**config.mk**
```make
export PLATFORM = sky130hd
export DESIGN_NAME = m2m_core
export DESIGN_NICKNAME = d
export VERILOG_FILES = /design/src/rtl/m2m_pkg.sv /design/src/rtl/m2m_decode.sv /design/src/rtl/m2m_alu.sv /design/src/rtl/m2m_seq.sv /design/src/rtl/m2m_core.sv
export SDC_FILE = /design/constraint.sdc
export NUM_CORES = 1
export LEC_CHECK = 0
export BUFFER_PORTS_ARGS = -buffer_cell sky130_fd_sc_hd__buf_2
export CAP_MARGIN = 5
export CORE_ASPECT_RATIO = 1.4
export CORE_MARGIN = 3
export CORE_UTILIZATION = 40
export DETAILED_ROUTE_END_ITERATION = 10
export GPL_TIMING_DRIVEN = 0
export MAX_ROUTING_LAYER = met4
export PLACE_DENSITY_LB_ADDON = 0.15
export SYNTH_ARGS = -nofsm -noshare
export SYNTH_HDL_FRONTEND = slang
export SYNTH_SLANG_ARGS = --single-unit
```
**constraint.sdc**
```tcl
create_clock -name clk -period 3.8 [get_ports clk]
set_clock_uncertainty 0.2 [all_clocks]
set_input_delay 0.19 -clock clk [delete_from_list [all_inputs] [get_ports clk]]
set_output_delay 0.19 -clock clk [all_outputs]
set_load 0.02 [all_outputs]
```
**src/rtl/m2m_pkg.sv**
```systemverilog
// Package m2m_pkg
// Shared phase encoding, ALU operation codes, opcode constants and the
// decoded control bundle for the memory-to-memory core.
package m2m_pkg;

    typedef enum logic [2:0] {
        PH_IF   = 3'd0,
        PH_ID   = 3'd1,
        PH_DF1  = 3'd2,
        PH_DF2  = 3'd3,
        PH_EX   = 3'd4,
        PH_WR   = 3'd5,
        PH_HALT = 3'd6
    } phase_t;

    typedef enum logic [2:0] {
        ALU_ADD = 3'd0,
        ALU_SUB = 3'd1,
        ALU_AND = 3'd2,
        ALU_OR  = 3'd3,
        ALU_NOT = 3'd4
    } alu_op_t;

    localparam logic [7:0] OPC_ADD  = 8'h01;
    localparam logic [7:0] OPC_SUB  = 8'h02;
    localparam logic [7:0] OPC_AND  = 8'h03;
    localparam logic [7:0] OPC_OR   = 8'h04;
    localparam logic [7:0] OPC_NOT  = 8'h05;
    localparam logic [7:0] OPC_JMP  = 8'h10;
    localparam logic [7:0] OPC_BEQ  = 8'h11;
    localparam logic [7:0] OPC_HALT = 8'hFF;

    typedef struct packed {
        alu_op_t alu_op;
        logic    is_alu;
        logic    is_jmp;
        logic    is_beq;
        logic    is_halt;
    } ctl_t;

endpackage

```
**src/rtl/m2m_decode.sv**
```systemverilog
// Module m2m_decode
// Turns an opcode into a control bundle. It is purely combinational.
// Assumes exactly one class flag is set for every input value; any
// opcode that is not recognised is classed as a halt.
module m2m_decode
    import m2m_pkg::*;
#(
    parameter int OPC_W = 8
)(
    input  logic [OPC_W-1:0] opcode,
    output ctl_t             ctl
);

    localparam logic [OPC_W-1:0] K_ADD = OPC_W'(OPC_ADD);
    localparam logic [OPC_W-1:0] K_SUB = OPC_W'(OPC_SUB);
    localparam logic [OPC_W-1:0] K_AND = OPC_W'(OPC_AND);
    localparam logic [OPC_W-1:0] K_OR  = OPC_W'(OPC_OR);
    localparam logic [OPC_W-1:0] K_NOT = OPC_W'(OPC_NOT);
    localparam logic [OPC_W-1:0] K_JMP = OPC_W'(OPC_JMP);
    localparam logic [OPC_W-1:0] K_BEQ = OPC_W'(OPC_BEQ);

    // Classify the opcode; unknown values (0xFF included) fall to halt.
    always_comb begin
        ctl        = '0;
        ctl.alu_op = ALU_ADD;
        case (opcode)
            K_ADD: begin ctl.is_alu = 1'b1; ctl.alu_op = ALU_ADD; end
            K_SUB: begin ctl.is_alu = 1'b1; ctl.alu_op = ALU_SUB; end
            K_AND: begin ctl.is_alu = 1'b1; ctl.alu_op = ALU_AND; end
            K_OR:  begin ctl.is_alu = 1'b1; ctl.alu_op = ALU_OR;  end
            K_NOT: begin ctl.is_alu = 1'b1; ctl.alu_op = ALU_NOT; end
            K_JMP: ctl.is_jmp  = 1'b1;
            K_BEQ: ctl.is_beq  = 1'b1;
            default: ctl.is_halt = 1'b1;
        endcase
    end

endmodule

```
**src/rtl/m2m_alu.sv**
```systemverilog
// Module m2m_alu
// Combinational arithmetic/logic unit. It also produces an equality flag
// that branch resolution uses. Arithmetic wraps modulo 2^DATA_W.
module m2m_alu
    import m2m_pkg::*;
#(
    parameter int DATA_W = 32
)(
    input  alu_op_t           op,
    input  logic [DATA_W-1:0] a,
    input  logic [DATA_W-1:0] b,
    output logic [DATA_W-1:0] res,
    output logic              eq
);

    // Select the result for the requested operation.
    always_comb begin
        case (op)
            ALU_ADD: res = a + b;
            ALU_SUB: res = a - b;
            ALU_AND: res = a & b;
            ALU_OR:  res = a | b;
            ALU_NOT: res = ~a;
            default: res = '0;
        endcase
    end

    // Equality of the two operands, used by the conditional branch.
    always_comb eq = (a == b);

endmodule

```
**src/rtl/m2m_seq.sv**
```systemverilog
// Module m2m_seq
// Phase sequencer and program counter. It steps through fetch, decode,
// two operand reads, execute and write, and skips the write for jump and
// branch. The class flags are expected to come from the fresh instruction
// in decode and from the latched instruction in execute.
module m2m_seq
    import m2m_pkg::*;
#(
    parameter int ADDR_W = 10
)(
    input  logic              clk,
    input  logic              rst_n,
    input  logic              is_alu,
    input  logic              is_jmp,
    input  logic              is_beq,
    input  logic              is_halt,
    input  logic              br_eq,
    input  logic [ADDR_W-1:0] tgt_addr,
    output phase_t            phase,
    output logic [ADDR_W-1:0] pc
);

    localparam logic [ADDR_W-1:0] PC_STEP = ADDR_W'(4);

    phase_t            phase_q, phase_d;
    logic [ADDR_W-1:0] pc_q, pc_d;

    // Next-phase selection.
    always_comb begin
        phase_d = phase_q;
        case (phase_q)
            PH_IF:   phase_d = PH_ID;
            PH_ID:   phase_d = is_halt ? PH_HALT : PH_DF1;
            PH_DF1:  phase_d = PH_DF2;
            PH_DF2:  phase_d = PH_EX;
            PH_EX:   phase_d = is_alu ? PH_WR : PH_IF;
            PH_WR:   phase_d = PH_IF;
            PH_HALT: phase_d = PH_HALT;
            default: phase_d = PH_HALT;
        endcase
    end

    // Next program counter: step on fetch, redirect on a taken jump or branch.
    always_comb begin
        pc_d = pc_q;
        if (phase_q == PH_IF)
            pc_d = pc_q + PC_STEP;
        else if (phase_q == PH_EX && (is_jmp || (is_beq && br_eq)))
            pc_d = tgt_addr;
    end

    // State registers with synchronous active-low reset.
    always_ff @(posedge clk) begin
        if (!rst_n) begin
            phase_q <= PH_IF;
            pc_q    <= '0;
        end else begin
            phase_q <= phase_d;
            pc_q    <= pc_d;
        end
    end

    assign phase = phase_q;
    assign pc    = pc_q;

    AST_PC_STEP: assert property (@(posedge clk) disable iff (!rst_n)
        (phase_q == PH_IF) |=> (pc_q == $past(pc_q) + PC_STEP));
    AST_DF_ORDER: assert property (@(posedge clk) disable iff (!rst_n)
        (phase_q == PH_DF1) |=> (phase_q == PH_DF2));
    AST_JMP_TARGET: assert property (@(posedge clk) disable iff (!rst_n)
        (phase_q == PH_EX && is_jmp) |=> (pc_q == $past(tgt_addr)));
    AST_BEQ_FALL: assert property (@(posedge clk) disable iff (!rst_n)
        (phase_q == PH_EX && is_beq && !br_eq) |=> $stable(pc_q));
    AST_HALT_STICKY: assert property (@(posedge clk) disable iff (!rst_n)
        (phase_q == PH_HALT) |=> (phase_q == PH_HALT && $stable(pc_q)));

endmodule

```
**src/rtl/m2m_core.sv**
```systemverilog
// Module m2m_core
// Top of the three-address memory-to-memory processor. It holds the
// instruction register, the first-operand register and the result
// register, and it multiplexes the memory address. It assumes a
// single-port synchronous memory whose read data is valid one cycle
// after the address.
module m2m_core
    import m2m_pkg::*;
#(
    parameter  int DATA_W  = 32,
    parameter  int FIELD_W = 8,
    localparam int ADDR_W  = FIELD_W + 2
)(
    input  logic              clk,
    input  logic              rst_n,
    output logic [ADDR_W-1:0] mem_addr,
    output logic [DATA_W-1:0] mem_wdata,
    output logic              mem_we,
    input  logic [DATA_W-1:0] mem_rdata,
    output logic              halted
);

    localparam int OPC_W = DATA_W - 3 * FIELD_W;

    phase_t            phase;
    logic [ADDR_W-1:0] pc;
    logic [DATA_W-1:0] ir_q, opa_q, res_q, alu_res;
    logic [OPC_W-1:0]  dec_opc;
    logic [FIELD_W-1:0] dst_f, src1_f, src2_f;
    logic [ADDR_W-1:0] dst_addr, src1_addr, src2_addr;
    ctl_t              ctl;
    logic              alu_eq;

    // Field extraction from the latched instruction word.
    always_comb begin
        dst_f  = ir_q[3*FIELD_W-1 -: FIELD_W];
        src1_f = ir_q[2*FIELD_W-1 -: FIELD_W];
        src2_f = ir_q[FIELD_W-1:0];
    end

    // Word index to byte address.
    always_comb begin
        dst_addr  = {dst_f,  2'b00};
        src1_addr = {src1_f, 2'b00};
        src2_addr = {src2_f, 2'b00};
    end

    // Decode the fresh read data in the decode phase, the latched word otherwise.
    always_comb
        dec_opc = (phase == PH_ID) ? mem_rdata[DATA_W-1 -: OPC_W]
                                   : ir_q[DATA_W-1 -: OPC_W];

    m2m_decode #(.OPC_W(OPC_W)) u_decode (
        .opcode (dec_opc),
        .ctl    (ctl)
    );

    m2m_alu #(.DATA_W(DATA_W)) u_alu (
        .op  (ctl.alu_op),
        .a   (opa_q),
        .b   (mem_rdata),
        .res (alu_res),
        .eq  (alu_eq)
    );

    m2m_seq #(.ADDR_W(ADDR_W)) u_seq (
        .clk      (clk),
        .rst_n    (rst_n),
        .is_alu   (ctl.is_alu),
        .is_jmp   (ctl.is_jmp),
        .is_beq   (ctl.is_beq),
        .is_halt  (ctl.is_halt),
        .br_eq    (alu_eq),
        .tgt_addr (dst_addr),
        .phase    (phase),
        .pc       (pc)
    );

    // Latch the instruction, first operand and result in their phases.
    always_ff @(posedge clk) begin
        if (!rst_n) begin
            ir_q  <= '0;
            opa_q <= '0;
            res_q <= '0;
        end else begin
            if (phase == PH_ID)  ir_q  <= mem_rdata;
            if (phase == PH_DF2) opa_q <= mem_rdata;
            if (phase == PH_EX)  res_q <= alu_res;
        end
    end

    // Memory address per phase; the PC is held while halted.
    always_comb begin
        case (phase)
            PH_DF1:  mem_addr = src1_addr;
            PH_DF2:  mem_addr = src2_addr;
            PH_WR:   mem_addr = dst_addr;
            default: mem_addr = pc;
        endcase
    end

    // Write strobe, write data and halt flag.
    always_comb begin
        mem_we    = (phase == PH_WR);
        mem_wdata = res_q;
        halted    = (phase == PH_HALT);
    end

    AST_WRITE_AFTER_EX: assert property (@(posedge clk) disable iff (!rst_n)
        mem_we |-> ($past(phase) == PH_EX));
    AST_NO_CTRL_WRITE: assert property (@(posedge clk) disable iff (!rst_n)
        (phase == PH_EX && !ctl.is_alu) |=> !mem_we);
    AST_HALT_QUIET: assert property (@(posedge clk) disable iff (!rst_n)
        halted |-> (!mem_we && $stable(mem_addr)));
    AST_OPA_FROM_DF: assert property (@(posedge clk) disable iff (!rst_n)
        (phase == PH_EX) |-> ($past(phase) == PH_DF2));

endmodule

```
# After elaboration in Yosys (flattened, before gate mapping)

Cells that the tools add are included.

Output and inout bits: 44
Bits of input ports: 34
Register bits after elaboration: 109
Logic and storage cells: 47

Muxes and demuxes: 11
Equal/unequal tests: 18
Reductions and logical operators: 7
Bitwise operators: 3
$add $sub $neg: 3

Operator list:

| cell                    | number |
|---|---|
| $pmux W32 S5            | 1 |
| $add A32 B32 Y32        | 1 |
| $and A32 B32 Y32        | 1 |
| $eq A32 B32 Y1          | 1 |
| $not A32 Y32            | 1 |
| $or A32 B32 Y32         | 1 |
| $sub A32 B32 Y32        | 1 |
| $pmux W10 S3            | 1 |
| $mux W10                | 2 |
| $pmux W4 S5             | 1 |
| $pmux W3 S6             | 1 |
| $eq A8 B2 Y1 const B    | 2 |
| $eq A8 B3 Y1 const B    | 2 |
| $eq A8 B5 Y1 const B    | 2 |
| $eq A3 B2 Y1 const B    | 4 |
| $eq A3 B3 Y1 const B    | 4 |
| $add A10 B3 Y10 const B | 1 |
| $eq A8 B1 Y1 const B    | 1 |
| $mux W8                 | 1 |
| $reduce_or A7 Y1        | 1 |
| $eq A3 B1 Y1 const B    | 2 |
| $logic_not A3 Y1        | 2 |
| $mux W3                 | 2 |
| $logic_and A1 B1 Y1     | 2 |
| 3 further kinds         | 4 |

# Longest topological paths before layout

Depth after elaboration: 9
Gate-level depth with buffers: 13

# Hierarchy

Synthesis repeated with hierarchy kept, for this count alone.

Cell total of the unflattened synthesis: 1345
Area total of the unflattened synthesis: 9794.4 µm²

Modules (own cells, without submodules):

| module     | seq. area each (µm²) | cells each | area an instance (µm²) | instances |
|---|---|---|---|---|
| m2m_alu    | 0.0                  | 776        | 5054.8                 | 1 |
| m2m_core   | 1921.8               | 467        | 3928.8                 | 1 |
| m2m_seq    | 260.2                | 82         | 675.6                  | 1 |
| m2m_decode | 0.0                  | 20         | 135.1                  | 1 |

# Worst setup path before layout

Ideal clock, no wire load.

Path kind: flip-flop to flip-flop
Start: reg opa_q[0]
End: reg res_q[22] (netlist: mem_wdata[22])
Data arrival time: 2.792 ns
Cell stages (with the launch flop): 13
Path slack: 0.748 ns
Path through: dfxtp_1 inv_1 ha_1 fa_1 nor2_1 nor2_1 o41a_1 or3_4 a41oi_2 nor3_1 or3_1 o2111ai_1 o221a_1

Longest elaborated chain between the ends: 2
Elaborated cells between the ends (all ways): 3
Those cells by class: add/sub: 2; mux: 1

Ends and longest elaborated chain:

| item                                                 | RTL line                     | source |
|---|---|---|
| start: declaration                                   | m2m_core.sv:27               | `logic [DATA_W-1:0] ir_q, opa_q, res_q, alu_res;` |
| start signal: assignment                             | m2m_core.sv:87               | `if (phase == PH_DF2) opa_q <= mem_rdata;` |
| $sub A32 B32 Y32 or $add A32 B32 Y32 (tied branches) | m2m_alu.sv:20, m2m_alu.sv:19 |  |
| $pmux W32 S5 *                                       | m2m_alu.sv:18                | `case (op)` |
| end signal: assignment                               | m2m_core.sv:88               | `if (phase == PH_EX) res_q <= alu_res;` |
| end: declaration                                     | m2m_core.sv:27               |  |

Mark *: on every way between the ends. The rest lies on a longest branch, timed or not.
A chain may end at the register's enable or synchronous reset.

# Worst setup path after layout

Start: in mem_rdata[0]
End: reg res_q[22] (netlist: mem_wdata[22])

Longest elaborated chain between the ends: 2
Elaborated cells between the ends (all ways): 3
Those cells by class: add/sub: 2; mux: 1

Ends and longest elaborated chain:

| item                                                 | RTL line                     | source |
|---|---|---|
| start: declaration                                   | m2m_core.sv:19               | `input logic [DATA_W-1:0] mem_rdata,` |
| $sub A32 B32 Y32 or $add A32 B32 Y32 (tied branches) | m2m_alu.sv:20, m2m_alu.sv:19 |  |
| $pmux W32 S5 *                                       | m2m_alu.sv:18                |  |

Marks and branches as above.

==> impl_metrics.env <==
export IMPL_outcome="finished clean"
export IMPL_p_leak_nw=4.53
export IMPL_holdPathEnd="mem_wdata[26]"
export IMPL_grt_max_degree=20
export IMPL_place_area_um2=10200
export IMPL_cpMostUsedCell="nor2_1"
export IMPL_r2r_cells=12
export IMPL_crit_slowest_cell="dlygate4sd3_1"
export IMPL_floorplan_initialDensity=0.414
export IMPL_seq_power_share=0.336
export IMPL_drive_gt1_frac=0.115
export IMPL_cts_buffers=9
export IMPL_die_area_um2=25500
export IMPL_io_buffers=75
export IMPL_worst_slew_pin_slew_ns=0.939
export IMPL_path_clk_slew_ns=0.08
export IMPL_antenna_found_initial=0
export IMPL_maxCapViolCount=0
export IMPL_place_congestion=0.992
export IMPL_die_h_um=188
export IMPL_yosys_warnings=0
export IMPL_setup_ws_ns=0.0908
export IMPL_hold_path_class="in2reg"
export IMPL_reg2reg_from="opa_q[0]"
export IMPL_grt_pass1_wl_um=55900
export IMPL_synth_edff_count=0
export IMPL_required_ns=3.93
export IMPL_synthTopCellsByArea="dfxtp_1 (23%), ha_1 (14%), a21oi_1 (9.2%)"
export IMPL_synthDominantCellAreaShare=0.227
export IMPL_final_util=0.476
export IMPL_coreArea_um2=22900
export IMPL_cts_root_buf="clkbuf_16"
export IMPL_wl_per_cell_um=21.2
export IMPL_p_per_area_nw_per_um2=368
export IMPL_crit_path_start="mem_rdata[0]"
export IMPL_finalCriticalPeriod_ns=3.71
export IMPL_slew_headroom=0.374
export IMPL_fillers=2427
export IMPL_critPathArrivalTime_ns=3.84
export IMPL_syn_inst=1316
export IMPL_power_switching_mw=1.75
export IMPL_h_tree_depth=3
export IMPL_cp_start_kind="primary input"
export IMPL_grt_overflow_total=0
export IMPL_final_cell_area_um2=10900
export IMPL_synth_top_area_cell="dfxtp_1"
export IMPL_synth_seq_area_share=0.227
export IMPL_hp_start="rst_n"
export IMPL_nets=1579
export IMPL_routed_wl_um=36900
export IMPL_die_w_um=136
export IMPL_worstSkewPairLatency_ns=0.38
export IMPL_power_frac_clock=0.244
export IMPL_hold_viol_final=0
export IMPL_drt_pass1_iterations=5
export IMPL_pwr_share_comb=0.420
export IMPL_ant_nets=0
export IMPL_hold_depth=3
export IMPL_rsz0062_at_grt="yes"
export IMPL_cts_sinks=107
export IMPL_path_buf_inv=2
export IMPL_grt_pass1_vias=9497
export IMPL_path_delay_family="compound AO/OA/AOI/OAI gates"
export IMPL_drt_initial_drc_count=1015
export IMPL_max_clock_freq_ghz=0.270
export IMPL_dp_hpwl_um=28600
export IMPL_antenna_cells=0
export IMPL_place_ws_ns=-0.0524
export IMPL_ys_flop_type="dfxtp_1"
export IMPL_cts_buffer_depth=2
export IMPL_async_flop_share=0
export IMPL_dr_total_vias=10138
export IMPL_ios=78
export IMPL_period_share=0.976
export IMPL_irDropWorstVdd_mv=0.274
export IMPL_ys_types=83
export IMPL_total_power_mw=4.00
export IMPL_syn_area_um2=9450
export IMPL_cts_tree="built"
export IMPL_synth_seq_cells=107
export IMPL_syn_area_per_cell_um2=7.18
export IMPL_drc=0
export IMPL_rows=65
export IMPL_crit_chain="dlygate4sd3_1, buf_2, ha_1, fa_1, nor2_1, nor2_1, o41a_1, or3_4, a41oi_2, nor3_1, or3_1, o2111ai_1, o221a_1"
export IMPL_report_final_slew_viol_count=0
export IMPL_setup_viol_count_final=0
export IMPL_post_cts_buffers=0
export IMPL_p_int_mw=2.25
export IMPL_rrSetupSlack_ns=0.09
export IMPL_drt_vias_per_instance=5.83
export IMPL_cp_slowest_stage_delay_ns=0.54
export IMPL_critPathMaxFanout=5
export IMPL_crit_path_end_kind="flop"
export IMPL_syn_to_final_growth_pct=15.1
export IMPL_swShare=0.437
export IMPL_r2r_end="mem_wdata[22]"
export IMPL_worst_setup_path_type="in2reg"
export IMPL_grtUsageTotal=0.293
## cell type report
type,count,area [um^2],share of cell area
Clock inverter,7,57.6,0.00529
Inverter,101,379,0.0348
Sequential cell,107,2140,0.197
Buffer,90,414,0.0381
Clock buffer,9,225,0.0207
Multi-Input combinational cell,1018,6590,0.606
Timing Repair Buffer,107,696,0.0639
Tap cell,301,377,0.0346
## worst register-to-register path, stage by stage, from the launching register on
cell and delay, ns:
dfxtp_1 0.46, inv_1 0.10, ha_1 0.22, fa_1 0.43, nor2_1 0.16, nor2_1 0.07, o41a_1 0.41, or3_4 0.46
a41oi_2 0.28, nor3_1 0.10, or3_1 0.32, o2111ai_1 0.23, o221a_1 0.20
## layout by cell type (no fill, tap or decap), types with 7 or more instances in the layout
master,Yosys,layout
a211oi_1,9,9
a21o_1,9,9
a21oi_1,174,173
a221o_1,8,8
a31oi_1,23,22
buf_2,22,97
buf_4,8,8
clkbuf_1,52,51
clkbuf_16,0,9
dfxtp_1,107,107
dlygate4sd3_1,0,32
ha_1,109,109
inv_1,101,101
mux2i_1,18,18
nand2_1,192,192
nand2b_1,8,8
nand3_1,21,21
nand4_1,10,10
nor2_1,102,101
nor3_1,26,26
o211ai_1,18,18
o21a_1,7,7
o21ai_0,79,79
o21bai_1,15,14
o221ai_1,12,12
o22ai_1,26,26
o31ai_1,13,13
or3_1,7,7
xnor2_1,11,11
## routing by layer
layer | track usage | up-vias | routed length [um]
li1 | - | 4907 | -
met1 | 0.372 | 4759 | 15500
met2 | 0.475 | 404 | 17400
met3 | 0.0459 | 68 | 2820
met4 | 0.0978 | 0 | 1220
met5 | - | - | 0
## worst max path at each step
stage / to / slack [ns] / cells past startpoint
2_1_floorplan: mem_wdata[22] / 0.75 / 12
3_3_place_gp: mem_wdata[25] / -0.04 / 11
3_5_place_dp: mem_wdata[25] / -0.05 / 11
4_1_cts: mem_wdata[31] / 0.009 / 11
5_1_grt: mem_wdata[26] / -0.04 / 14
6_report: mem_wdata[22] / 0.09 / 13
## cell usage after synthesis, types with 4 or more instances
library cell,n
nand2_1,192
a21oi_1,174
ha_1,109
dfxtp_1,107
nor2_1,102
inv_1,101
o21ai_0,79
clkbuf_1,52
nor3_1,26
o22ai_1,26
a31oi_1,23
buf_2,22
nand3_1,21
mux2i_1,18
o211ai_1,18
o21bai_1,15
o31ai_1,13
o221ai_1,12
xnor2_1,11
nand4_1,10
a211oi_1,9
a21o_1,9
a221o_1,8
buf_4,8
nand2b_1,8
nor4_1,7
o21a_1,7
or3_1,7
a221oi_1,6
and3_1,6
a2111oi_0,5
a211o_1,5
a21boi_0,5
a221oi_2,5
nor2b_1,5
a311oi_1,4
buf_1,4
nor3b_1,4
o21ai_1,4
## flip-flops by register name, summed over array words and instances (netlist names)
register and cells:
opa_q 32, ir_q 32, u_seq.phase 3, u_seq.pc 8, mem_wdata 32
## cells by family (layout without fill, tap and decap cells)
family                     Yosys count  count (layout)  share of synthesized area
buffers and inverters              192             314                     0.0843
xor gates and xnor gates            12              12                     0.0111
DFF                                107             107                      0.227
and+or+nand+nor                    410             410                      0.192
AOI/OAI and AO/OA                  464             464                      0.315
muxes                               19              19                     0.0214
other                                1               2                   0.000397
adders and majority gates          111             111                      0.149
## repair_timing
action,CTS,global route
setup endpoints to repair,3,18
hold endpoints to repair,63,0
resized for setup,2,14
hold buffers,32,0
## metrics by stage
stage | cells | hold slack (ns) | setup TNS, ns
detailed placement | 1693 | 0.244 | -0.0524
floorplan | 1317 | 0.126 | 0
finish | 1740 | 0.0808 | 0
CTS | 1741 | 0.0614 | 0
global placement | 1693 | 0.239 | -0.0686
global route | 1740 | 0.107 | -0.0736
## power groups by stage
stage | Sequential, mW | Combinational [mW] | Clock [mW]
2_1_floorplan | 1.41 | 1.03 | 0
3_3_place_gp | 1.37 | 1.60 | 0
3_5_place_dp | 1.37 | 1.61 | 0
4_1_cts | 1.34 | 1.64 | 1.00
5_1_grt | 1.36 | 1.83 | 1.03
6_report | 1.34 | 1.68 | 0.977
Note: power is estimated with default switching activity, not from simulation.
